==> src/rtl/sau_pkg.sv <==
package sau_pkg;
  localparam int DW = 16;            // operand width
  localparam int PW = 2 * DW;        // result width
  localparam int RW = DW / 2;        // square-root width
  localparam int IW = $clog2(DW) + 1; // iteration budget width
  localparam int AW = PW + 2;        // accumulator / partial remainder width

  localparam logic [2:0] OP_ADD  = 3'd0;
  localparam logic [2:0] OP_SUB  = 3'd1;
  localparam logic [2:0] OP_MUL  = 3'd2;
  localparam logic [2:0] OP_DIV  = 3'd3;
  localparam logic [2:0] OP_SQRT = 3'd4;

  typedef enum logic [1:0] {S_IDLE, S_RUN, S_FIN} st_e;

  // Budget actually used: zero or too large selects the opcode's maximum.
  function automatic logic [IW-1:0] eff_iters(input logic [2:0] op, input logic [IW-1:0] req);
    logic [IW-1:0] lim;
    lim = (op == OP_SQRT) ? IW'(RW) : IW'(DW);
    return (req == '0 || req > lim) ? lim : req;
  endfunction

  // One MSB-first multiplier step; the first bit carries negative weight.
  function automatic logic signed [AW-1:0] mul_step(input logic signed [AW-1:0] acc,
                                                    input logic [DW-1:0] a,
                                                    input logic bbit, input logic first);
    logic signed [AW-1:0] ax;
    ax = $signed({{(AW-DW){a[DW-1]}}, a});
    if (!bbit) return acc <<< 1;
    return first ? (acc <<< 1) - ax : (acc <<< 1) + ax;
  endfunction

  // One nonrestoring step: sign of the partial remainder picks add or subtract.
  function automatic logic signed [AW-1:0] div_step(input logic signed [AW-1:0] p,
                                                    input logic inbit, input logic [DW-1:0] d);
    logic signed [AW-1:0] ps, dx;
    ps = $signed({p[AW-2:0], inbit});
    dx = $signed({{(AW-DW){1'b0}}, d});
    return p[AW-1] ? ps + dx : ps - dx;
  endfunction

  // Final correction: a negative partial remainder gets the divisor back.
  function automatic logic signed [AW-1:0] div_corr(input logic signed [AW-1:0] p,
                                                    input logic [DW-1:0] d);
    return p[AW-1] ? p + $signed({{(AW-DW){1'b0}}, d}) : p;
  endfunction

  // One root bit, decided by squaring the trial value.
  function automatic logic [RW-1:0] sqrt_step(input logic [RW-1:0] root,
                                              input logic [DW-1:0] a, input logic [IW-1:0] idx);
    logic [RW-1:0] trial;
    logic [DW-1:0] sq;
    trial = root | (RW'(1) << (RW - 1 - int'(idx)));
    sq = {{(DW-RW){1'b0}}, trial} * {{(DW-RW){1'b0}}, trial};
    return (sq <= a) ? trial : root;
  endfunction

  function automatic logic [PW-1:0] mul_final(input logic signed [AW-1:0] acc, input logic [IW-1:0] n);
    logic signed [AW-1:0] t;
    t = acc <<< (DW - int'(n));
    return t[PW-1:0];
  endfunction

  function automatic logic [PW-1:0] div_final(input logic signed [AW-1:0] pc, input logic [DW-1:0] q,
                                              input logic [DW-1:0] rest, input logic [IW-1:0] n);
    logic [DW-1:0] quo, rem;
    quo = q << (DW - int'(n));
    rem = (pc[DW-1:0] << (DW - int'(n))) | (rest >> n);
    return {rem, quo};
  endfunction

  function automatic logic [PW-1:0] sqrt_final(input logic [RW-1:0] root, input logic [DW-1:0] a);
    logic [DW-1:0] sq;
    sq = {{(DW-RW){1'b0}}, root} * {{(DW-RW){1'b0}}, root};
    return {a - sq, {(DW-RW){1'b0}}, root};
  endfunction
endpackage

==> src/rtl/sau_fast_alu.sv <==
module sau_fast_alu
  import sau_pkg::*;
(
  input  logic [2:0]    op,
  input  logic [DW-1:0] a,
  input  logic [DW-1:0] b,
  output logic [PW-1:0] res,
  output logic          err,
  output logic          need_iter
);
  logic [PW-1:0] sa, sb;
  assign sa = {{DW{a[DW-1]}}, a};
  assign sb = {{DW{b[DW-1]}}, b};

  always_comb begin
    res = '0;
    err = 1'b0;
    need_iter = 1'b0;
    case (op)
      OP_ADD:  res = sa + sb;
      OP_SUB:  res = sa - sb;
      OP_MUL:  need_iter = 1'b1;
      OP_SQRT: need_iter = 1'b1;
      OP_DIV: begin
        if (b == '0) begin
          res = {a, {DW{1'b1}}};
          err = 1'b1;
        end else begin
          need_iter = 1'b1;
        end
      end
      default: err = 1'b1;
    endcase
  end
endmodule

==> src/rtl/sau_iter_ctrl.sv <==
module sau_iter_ctrl
  import sau_pkg::*;
(
  input  logic          clk,
  input  logic          rst_n,
  input  logic          start,
  input  logic          need_iter,
  input  logic [IW-1:0] n_req,
  output logic          load,
  output logic          step_en,
  output logic [IW-1:0] step_idx,
  output logic          fin,
  output logic          busy,
  output logic [IW-1:0] n_q
);
  st_e           st;
  logic [IW-1:0] cnt;

  always_ff @(posedge clk or negedge rst_n) begin
    if (!rst_n) begin
      st  <= S_IDLE;
      cnt <= '0;
      n_q <= '0;
    end else begin
      case (st)
        S_IDLE: if (start && need_iter) begin
          st  <= S_RUN;
          cnt <= '0;
          n_q <= n_req;
        end
        S_RUN: begin
          cnt <= cnt + 1'b1;
          if (cnt == n_q - 1'b1) st <= S_FIN;
        end
        default: st <= S_IDLE;
      endcase
    end
  end

  assign load     = start && (st == S_IDLE);
  assign step_en  = (st == S_RUN);
  assign fin      = (st == S_FIN);
  assign busy     = (st != S_IDLE);
  assign step_idx = cnt;

  // iteration index stays inside the latched budget
  p_idx_in_budget_r6: assert property (@(posedge clk) disable iff (!rst_n)
    step_en |-> (step_idx < n_q));

  // a running operation advances one step per edge whatever start does
  p_step_advance_r9: assert property (@(posedge clk) disable iff (!rst_n)
    step_en |=> (fin || (step_en && step_idx == $past(step_idx) + 1'b1)));

  // the finishing state lasts one cycle
  p_fin_single_r6: assert property (@(posedge clk) disable iff (!rst_n)
    fin |=> !busy);
endmodule

==> src/rtl/sau_shift_dp.sv <==
module sau_shift_dp
  import sau_pkg::*;
(
  input  logic          clk,
  input  logic          rst_n,
  input  logic          load,
  input  logic [2:0]    op,
  input  logic [DW-1:0] opa,
  input  logic [DW-1:0] opb,
  input  logic          step_en,
  input  logic [IW-1:0] step_idx,
  input  logic          fin,
  input  logic [IW-1:0] n_iter,
  output logic [PW-1:0] res
);
  logic signed [AW-1:0] acc;    // product accumulator or partial remainder
  logic [DW-1:0]        sh;     // bit source shifted out MSB first
  logic [DW-1:0]        opnd;   // held multiplicand, divisor or radicand
  logic [DW-1:0]        qr;     // quotient bits or root
  logic [2:0]           op_q;
  logic signed [AW-1:0] div_nx;
  logic signed [AW-1:0] div_pcorr;
  logic [RW-1:0]        root_nx;

  assign div_nx    = div_step(acc, sh[DW-1], opnd);
  assign div_pcorr = div_corr(acc, opnd);
  assign root_nx   = sqrt_step(qr[RW-1:0], opnd, step_idx);

  always_ff @(posedge clk or negedge rst_n) begin
    if (!rst_n) begin
      acc  <= '0;
      sh   <= '0;
      opnd <= '0;
      qr   <= '0;
      op_q <= OP_ADD;
    end else if (load) begin
      acc  <= '0;
      qr   <= '0;
      op_q <= op;
      case (op)
        OP_MUL: begin sh <= opb; opnd <= opa; end
        OP_DIV: begin sh <= opa; opnd <= opb; end
        default: begin sh <= '0; opnd <= opa; end
      endcase
    end else if (step_en) begin
      case (op_q)
        OP_MUL: begin
          acc <= mul_step(acc, opnd, sh[DW-1], step_idx == '0);
          sh  <= sh << 1;
        end
        OP_DIV: begin
          acc <= div_nx;
          sh  <= sh << 1;
          qr  <= {qr[DW-2:0], ~div_nx[AW-1]};
        end
        default: qr[RW-1:0] <= root_nx;
      endcase
    end
  end

  always_comb begin
    case (op_q)
      OP_MUL:  res = mul_final(acc, n_iter);
      OP_DIV:  res = div_final(div_pcorr, qr, sh, n_iter);
      default: res = sqrt_final(qr[RW-1:0], opnd);
    endcase
  end

  // corrected remainder lies in [0, divisor)
  p_div_rem_bound_r4: assert property (@(posedge clk) disable iff (!rst_n)
    (fin && op_q == OP_DIV) |-> (!div_pcorr[AW-1] && div_pcorr < $signed({{(AW-DW){1'b0}}, opnd})));

  // the square of the root never exceeds the radicand
  p_sqrt_not_over_r5: assert property (@(posedge clk) disable iff (!rst_n)
    (fin && op_q == OP_SQRT) |->
      (({{(DW-RW){1'b0}}, qr[RW-1:0]} * {{(DW-RW){1'b0}}, qr[RW-1:0]}) <= opnd));
endmodule

==> src/rtl/sau_unit.sv <==
module sau_unit
  import sau_pkg::*;
(
  input  logic          clk,
  input  logic          rst_n,
  input  logic          start,
  input  logic [2:0]    op,
  input  logic [DW-1:0] opa,
  input  logic [DW-1:0] opb,
  input  logic [IW-1:0] iters,
  output logic          busy,
  output logic          done,
  output logic          err,
  output logic [PW-1:0] result
);
  logic [PW-1:0] fast_res, dp_res, res_q;
  logic          fast_err, need_iter, load, step_en, fin, done_q, err_q;
  logic [IW-1:0] step_idx, n_q, n_eff;

  assign n_eff = eff_iters(op, iters);

  sau_fast_alu u_fast (
    .op(op), .a(opa), .b(opb), .res(fast_res), .err(fast_err), .need_iter(need_iter)
  );

  sau_iter_ctrl u_ctrl (
    .clk(clk), .rst_n(rst_n), .start(start), .need_iter(need_iter), .n_req(n_eff),
    .load(load), .step_en(step_en), .step_idx(step_idx), .fin(fin), .busy(busy), .n_q(n_q)
  );

  sau_shift_dp u_dp (
    .clk(clk), .rst_n(rst_n), .load(load), .op(op), .opa(opa), .opb(opb),
    .step_en(step_en), .step_idx(step_idx), .fin(fin), .n_iter(n_q), .res(dp_res)
  );

  always_ff @(posedge clk or negedge rst_n) begin
    if (!rst_n) begin
      done_q <= 1'b0;
      err_q  <= 1'b0;
      res_q  <= '0;
    end else if (load && !need_iter) begin
      done_q <= 1'b1;
      err_q  <= fast_err;
      res_q  <= fast_res;
    end else if (fin) begin
      done_q <= 1'b1;
      err_q  <= 1'b0;
      res_q  <= dp_res;
    end else begin
      done_q <= 1'b0;
    end
  end

  assign done   = done_q;
  assign err    = err_q;
  assign result = res_q;

  // single-cycle operations complete on the next cycle
  p_fast_done_r1: assert property (@(posedge clk) disable iff (!rst_n)
    (start && !busy && !need_iter) |=> (done && !busy));

  // an accepted iterative operation raises busy and withholds done
  p_iter_accept_r6: assert property (@(posedge clk) disable iff (!rst_n)
    (start && !busy && need_iter) |=> (busy && !done));

  // divide by zero flags and returns an all-ones quotient
  p_div_zero_r7: assert property (@(posedge clk) disable iff (!rst_n)
    (start && !busy && op == OP_DIV && opb == '0) |=> (done && err && result[DW-1:0] == '1));

  // result changes only with a completion pulse
  p_result_hold_r9: assert property (@(posedge clk) disable iff (!rst_n)
    !$stable(result) |-> done);

  // done and busy never overlap
  p_done_idle_r6: assert property (@(posedge clk) disable iff (!rst_n)
    done |-> !busy);
endmodule

==> config.mk <==
export PLATFORM = sky130hd
export DESIGN_NAME = sau_unit
export DESIGN_NICKNAME = d
export VERILOG_FILES = /design/src/rtl/sau_pkg.sv /design/src/rtl/sau_fast_alu.sv /design/src/rtl/sau_iter_ctrl.sv /design/src/rtl/sau_shift_dp.sv /design/src/rtl/sau_unit.sv
export SDC_FILE = /design/constraint.sdc
export NUM_CORES = 1
export LEC_CHECK = 0
export BUFFER_PORTS_ARGS = -buffer_cell sky130_fd_sc_hd__buf_4
export CAP_MARGIN = 20
export CELL_PAD_IN_SITES_DETAIL_PLACEMENT = 0
export CELL_PAD_IN_SITES_GLOBAL_PLACEMENT = 1
export CORE_UTILIZATION = 52
export DETAILED_ROUTE_END_ITERATION = 8
export PLACE_DENSITY_LB_ADDON = 0.1
export SYNTH_ARGS = -nofsm -noshare
export SYNTH_HDL_FRONTEND = slang
export SYNTH_SLANG_ARGS = --single-unit
==> constraint.sdc <==
create_clock -name clk -period 12.3 [get_ports clk]
set_input_delay 2.46 -clock clk [delete_from_list [all_inputs] [get_ports clk]]
set_output_delay 2.46 -clock clk [all_outputs]
set_load 0.02 [all_outputs]
# Yosys cells after proc, flatten, opt, wreduce, memory -nomap -nowiden

Cells that the tools add are included.
Widths: inputs -> output; s select.

Word-level logic and storage cells: 118
Memory bits (writable): 0
Output and inout port bits: 35
Flip-flop bits (word level): 131
Memories kept: 0
Memory bits (read-only): 0
Input port bits: 43
Latch bits: 0

Div/mod/pow operators: 0
Reduce and logical (&&, ||, !) cells: 28
Mux-type cells: 42
$lt $le $gt $ge: 2
$add $sub $neg: 12
Multiply operators: 2
Shift-type cells: 5
Equality and inequality tests: 12
Bitwise gates (word level): 3

Operators by type and width:

| cell                 | count |
|---|---|
| $mux 34              | 6 |
| $mux 16              | 7 |
| $mux 32              | 3 |
| $pmux 32 s3          | 1 |
| $pmux 34 s2          | 1 |
| $pmux 32 s2          | 1 |
| $shl 16x32->16       | 2 |
| $add 34x16->34       | 1 |
| $add 34x17->34       | 1 |
| $sshl 34x32->32      | 1 |
| $sub 34x16->34       | 1 |
| $sub 34x17->34       | 1 |
| $mul 8x8->16         | 2 |
| $pmux 16 s2          | 1 |
| $shl 1x32->8 const A | 1 |
| $add 16x16->17       | 1 |
| $sub 16x16->17       | 1 |
| $add 16x16->16       | 1 |
| $le 16x16->1         | 1 |
| $logic_not 16->1     | 1 |
| $mux 8               | 2 |
| $or 16x16->16        | 1 |
| $pmux 8 s2           | 1 |
| $shr 16x5->16        | 1 |
| other kinds (34)     | 66 |

# Longest topological paths before layout

Depth after elaboration: 9
Mapped depth: 35
Depth with buffers taken out: 33

# Hierarchy

From an unflattened synthesis, not the netlist that was laid out.

Cell total of the unflattened synthesis: 3,113
Area total of the unflattened synthesis: 23,276.1 um^2

By module, submodules not included:

| module        | cells an instance | sequential area each (um^2) | times used | area an instance (um^2) |
|---|---|---|---|---|
| sau_shift_dp  | 2,549             | 2,127.0                     | 1          | 18,701.7 |
| sau_fast_alu  | 335               | 0.0                         | 1          | 2,254.7 |
| sau_unit      | 163               | 850.8                       | 1          | 1,661.6 |
| sau_iter_ctrl | 66                | 300.3                       | 1          | 658.1 |

# Least setup slack after synthesis

OpenSTA, ideal clock, no wires.

Kind: reg-to-reg
Start: reg u_ctrl.cnt[2], in the netlist u_ctrl.step_idx[2]
End: reg u_dp.qr[1]
Cell stages (with the launch flop): 29
Period minus slack after synthesis: 6,684 ps
Library setup time: 132 ps
Path slack: 5,616 ps
Data required time: 12,168 ps
Path buffers: 0
Arrival: 6,552 ps
Path through: dfrtp_1 > nor3_1 > a21oi_1 > or2_2 > inv_1 > fa_1 > fa_1 > inv_1 > fa_1 > fa_1 > inv_1 > ha_1 > o21ai_0 > nand2_1 > a21o_1 > a21o_1 > a21o_1 > nand2_1 > nor2b_1 > xnor2_1 > ha_1 > nand4_1 > nor2_1 > a221o_1 > a21oi_1 > nor2_1 > a211oi_4 > mux2i_1 > nor2_1

Cells in the longest elaborated chain, start to end: 7
Elaborated cells between the ends (all ways): 11
Those cells by class: add/sub: 1; mul: 1; order compare: 1; shift: 1; mux: 4; bitwise: 1; reduce/logical: 2

RTL lines:

| element                                                       | RTL line                          | source |
|---|---|---|
| start: declaration                                            | sau_iter_ctrl.sv:17               | `logic [IW-1:0] cnt;` |
| start signal: assignment                                      | sau_iter_ctrl.sv:32               | `cnt <= cnt + 1'b1;` |
| $sub 3x5->6 (*)                                               | sau_pkg.sv:53                     | `trial = root \| (RW'(1) << (RW - 1 - int'(idx)));` |
| $shl 1x32->8 (*)                                              | sau_pkg.sv:53                     |  |
| $or 8x8->8 (*)                                                | sau_pkg.sv:53                     |  |
| $mul 8x8->16 / $mux 8 (equally long branches)                 | sau_pkg.sv:54, sau_pkg.sv:55      |  |
| $le 16x16->1 / $pmux 8 s2 (equally long branches)             | sau_pkg.sv:55, sau_shift_dp.sv:46 |  |
| $reduce_bool 3->1 (no line) / $mux 16 (equally long branches) | --                                |  |
| $reduce_and 3->1 (no line) / $mux 16 (equally long branches)  | --                                |  |
| end signal: assignment                                        | sau_shift_dp.sv:54                | `qr <= {qr[DW-2:0], ~div_nx[AW-1]};` |
| end signal: indexed assignment                                | sau_shift_dp.sv:56                | `default: qr[RW-1:0] <= root_nx;` |
| end: declaration                                              | sau_shift_dp.sv:19                | `logic [DW-1:0] qr;` |

Mark *: on every way between the ends. The rest lies on a longest branch, timed or not. The select of a mux whose other input is x is not followed.
A chain may end at the register's enable or synchronous reset.

# Worst setup path after layout

Start: reg u_ctrl.cnt[1], in the netlist u_ctrl.step_idx[1]
End: reg u_dp.qr[5]

The elaborated chain is that of the path after synthesis.

==> results.json <==
{
  "status": "completed",
  "crit_slowest_cell": "a21oi_1",
  "htreeDepth": 4,
  "path_max_fanout": 11,
  "antenna_cells": 0,
  "ys_types": 90,
  "yosys.area_share.simple": 0.190,
  "drv_cap": 0,
  "rsz0062_at_grt": "false",
  "wl_per_cell_um": 23.6,
  "synth_top_family_by_area": "compound AO/OA/AOI/OAI gates",
  "synth_compound_area_frac": 0.292,
  "syn_nets": 3339,
  "synth_area_um2": 22100,
  "vias_per_cell": 6.56,
  "initial_core_util": 0.527,
  "postCtsSetupBuffers": 0,
  "core_area_um2": 41900,
  "synthMuxAreaShare": 0.0642,
  "avgSynthCellArea_um2": 7.38,
  "holdBufCountCts": 0,
  "grt_pass1_vias": 21400,
  "ys_warn_count": 0,
  "ant_nets": 0,
  "synthArstFlopShare": 1.00,
  "rows": 75,
  "gr-total-overflow": 0,
  "die_w_um": 208,
  "vias": 23000,
  "crit_type": "flop to flop",
  "fp.dieArea_um2": 43300,
  "report.final.slew_viol_count": 0,
  "clock_sinks": 131,
  "slew_headroom": 0.319,
  "top_layer": "met4",
  "drc": 0,
  "pin_count": 78,
  "seq_area_frac_synth": 0.148,
  "drt_iter0_markers": 2397,
  "hold_path_end": "result[4]",
  "ff2ff_setup_slack_ps": 4660,
  "worstHoldPathType": "flop to flop",
  "drt-met1-wl_um": 35500,
  "max_freq_ghz": 0.131,
  "hold_viol_final": 0,
  "tns_ps": 0,
  "hold_depth": 1,
  "grt_pass1_wl_um": 127000,
  "fin_crit_sh": 0.621,
  "gp_congestion": 0.997,
  "design_area_um2": 23800,
  "finish.net_count": 3299,
  "synth_xor_area_frac": 0.0475,
  "root_buffer": "clkbuf_16",
  "cp_top_family": "compound AO/OA/AOI/OAI gates",
  "cts_tree": "done",
  "period_needed_ps": 7640,
  "synth-seq-cells": 131,
  "cpPeakStageDelay_ps": 800,
  "cts.clk_slew.worst_paths_ps": 60,
  "ctsResizeCount": 0,
  "drive_above_1_share": 0.0838,
  "timing.critical_path.buf_inv": 4,
  "required_ps": 12610,
  "fin_hold_ws_ps": 492,
  "fin_skew_ps": 12.8,
  "endpoint_kind": "flop",
  "cts_buffers": 17,
  "arrival_ps": 7940,
  "wl_met3_um": 6770,
  "antenna_found_initial": 0,
  "postPlaceCellArea_um2": 23100,
  "post-dp-hpwl_um": 64900,
  "tightest_slew_ps": 1010,
  "worstRegToRegCells": 32,
  "clk-insertion-delay-late_ps": 470,
  "grt_start_max_net_pins": 70,
  "drt_pass1_iterations": 6,
  "cts_buffer_depth": 2,
  "synth_edf_count": 0,
  "routed_wl_um": 83000,
  "setup_viol": 0,
  "min_from": "result[4]",
  "synth_ff_type": "dfrtp_1",
  "wl_met2_um": 36600,
  "die_h_um": 208,
  "port_buffers": 77,
  "synth_cells": 2997,
  "synthAdderAreaFrac": 0.192,
  "area_growth_pct": 7.49,
  "critPathLaunchType": "flop",
  "timing.rr.end": "u_dp.qr[5]",
  "globalRouteTotalUtil": 0.378,
  "r2r_start": "u_ctrl.step_idx[1]"
}
## stage by stage
step	utilization	instances	setup WS, ps
after global placement	0.551	3476	4970
after CTS	0.566	3508	4720
after detailed placement	0.551	3476	4740
after floorplan	-	2997	5620
final	0.567	3509	4660
after global routing	0.567	3509	4150
## cell usage in the layout (no fill, tap or decap), drive strengths merged, types with 33 or more instances in the layout
cell    instances
nor2b          45
xnor2          85
nor3           55
dfrtp         131
a221oi         33
mux2i          80
o21ai         224
a21o           53
buf           126
fa             67
a21oi         327
nor2          281
inv           195
xor2           35
nand2         337
nand3          62
ha            232
nand2b         37
a211oi         45
a31oi          74
## how the worst max path moves through the flow
stage / slack [ps] / end / cells past startpoint / startpoint
6_report: 4660 / u_dp.qr[5] / 32 / u_ctrl.step_idx[1]
5_1_grt: 4150 / u_dp.qr[5] / 32 / u_ctrl.step_idx[1]
3_3_place_gp: 4970 / u_dp.qr[3] / 31 / u_ctrl.step_idx[2]
3_5_place_dp: 4740 / u_dp.qr[5] / 32 / u_ctrl.step_idx[1]
4_1_cts: 4720 / u_dp.qr[5] / 32 / u_ctrl.step_idx[1]
2_1_floorplan: 5620 / u_dp.qr[1] / 28 / u_ctrl.step_idx[2]
## synth_stat cells, drive strengths merged (15+ instances only)
master	count	area, µm²
dfrtp	131	3280
o21a	25	188
a31oi	74	478
o21bai	22	165
o211ai	18	135
nand2	337	1260
and2	16	100
mux4	17	383
mux2	21	236
nor4	16	125
or2	17	106
nand4	16	100
fa	67	1340
o22ai	30	188
o21ai	224	1120
buf	37	174
a211oi	45	355
nor2b	45	282
a21o	53	398
a221o	15	150
inv	194	728
nor2	281	1050
ha	232	2900
mux2i	80	801
xnor2	85	744
o221ai	17	155
a22oi	22	165
a221oi	33	289
nor3	55	275
o31ai	16	125
nand3	62	310
nand2b	37	231
a21oi	327	1640
clkbuf	148	556
xor2	35	307
## flip-flops by register name, summed over array words and instances (netlist names)
name             count
u_dp.acc            34
result              32
u_dp.opnd           16
u_dp.qr             16
u_dp.sh             16
u_ctrl.n_q           5
u_ctrl.step_idx      5
u_dp.op_q            3
u_ctrl.st            2
done                 1
err                  1
## kinds of logic (layout without fill, tap and decap cells)
kind of cell / Yosys count / in the layout
compound gates: 1019 / 1019
simple gates: 930 / 930
flops: 131 / 131
mux: 118 / 118
fa+ha+maj: 299 / 299
xor+xnor: 120 / 120
buf+inv: 380 / 353
## area by class of cell
class / count / area, µm²
Fill cell: 4032 / 18200
Clock buffer: 21 / 470
Multi-Input combinational cell: 2486 / 17500
Timing Repair Buffer: 126 / 950
Tap cell: 539 / 674
Sequential cell: 131 / 3280
Inverter: 195 / 732
Clock inverter: 11 / 198
## routing by layer
layer,track usage,vias to the layer above
met3,0.0485,169
li1,-,10700
met2,0.585,1061
met4,0.187,0
met1,0.520,11100
met5,0,-
Power is left out: the tool's default activity adds up to more than one toggle a clock period on the data nets, which glitch-free logic cannot reach.
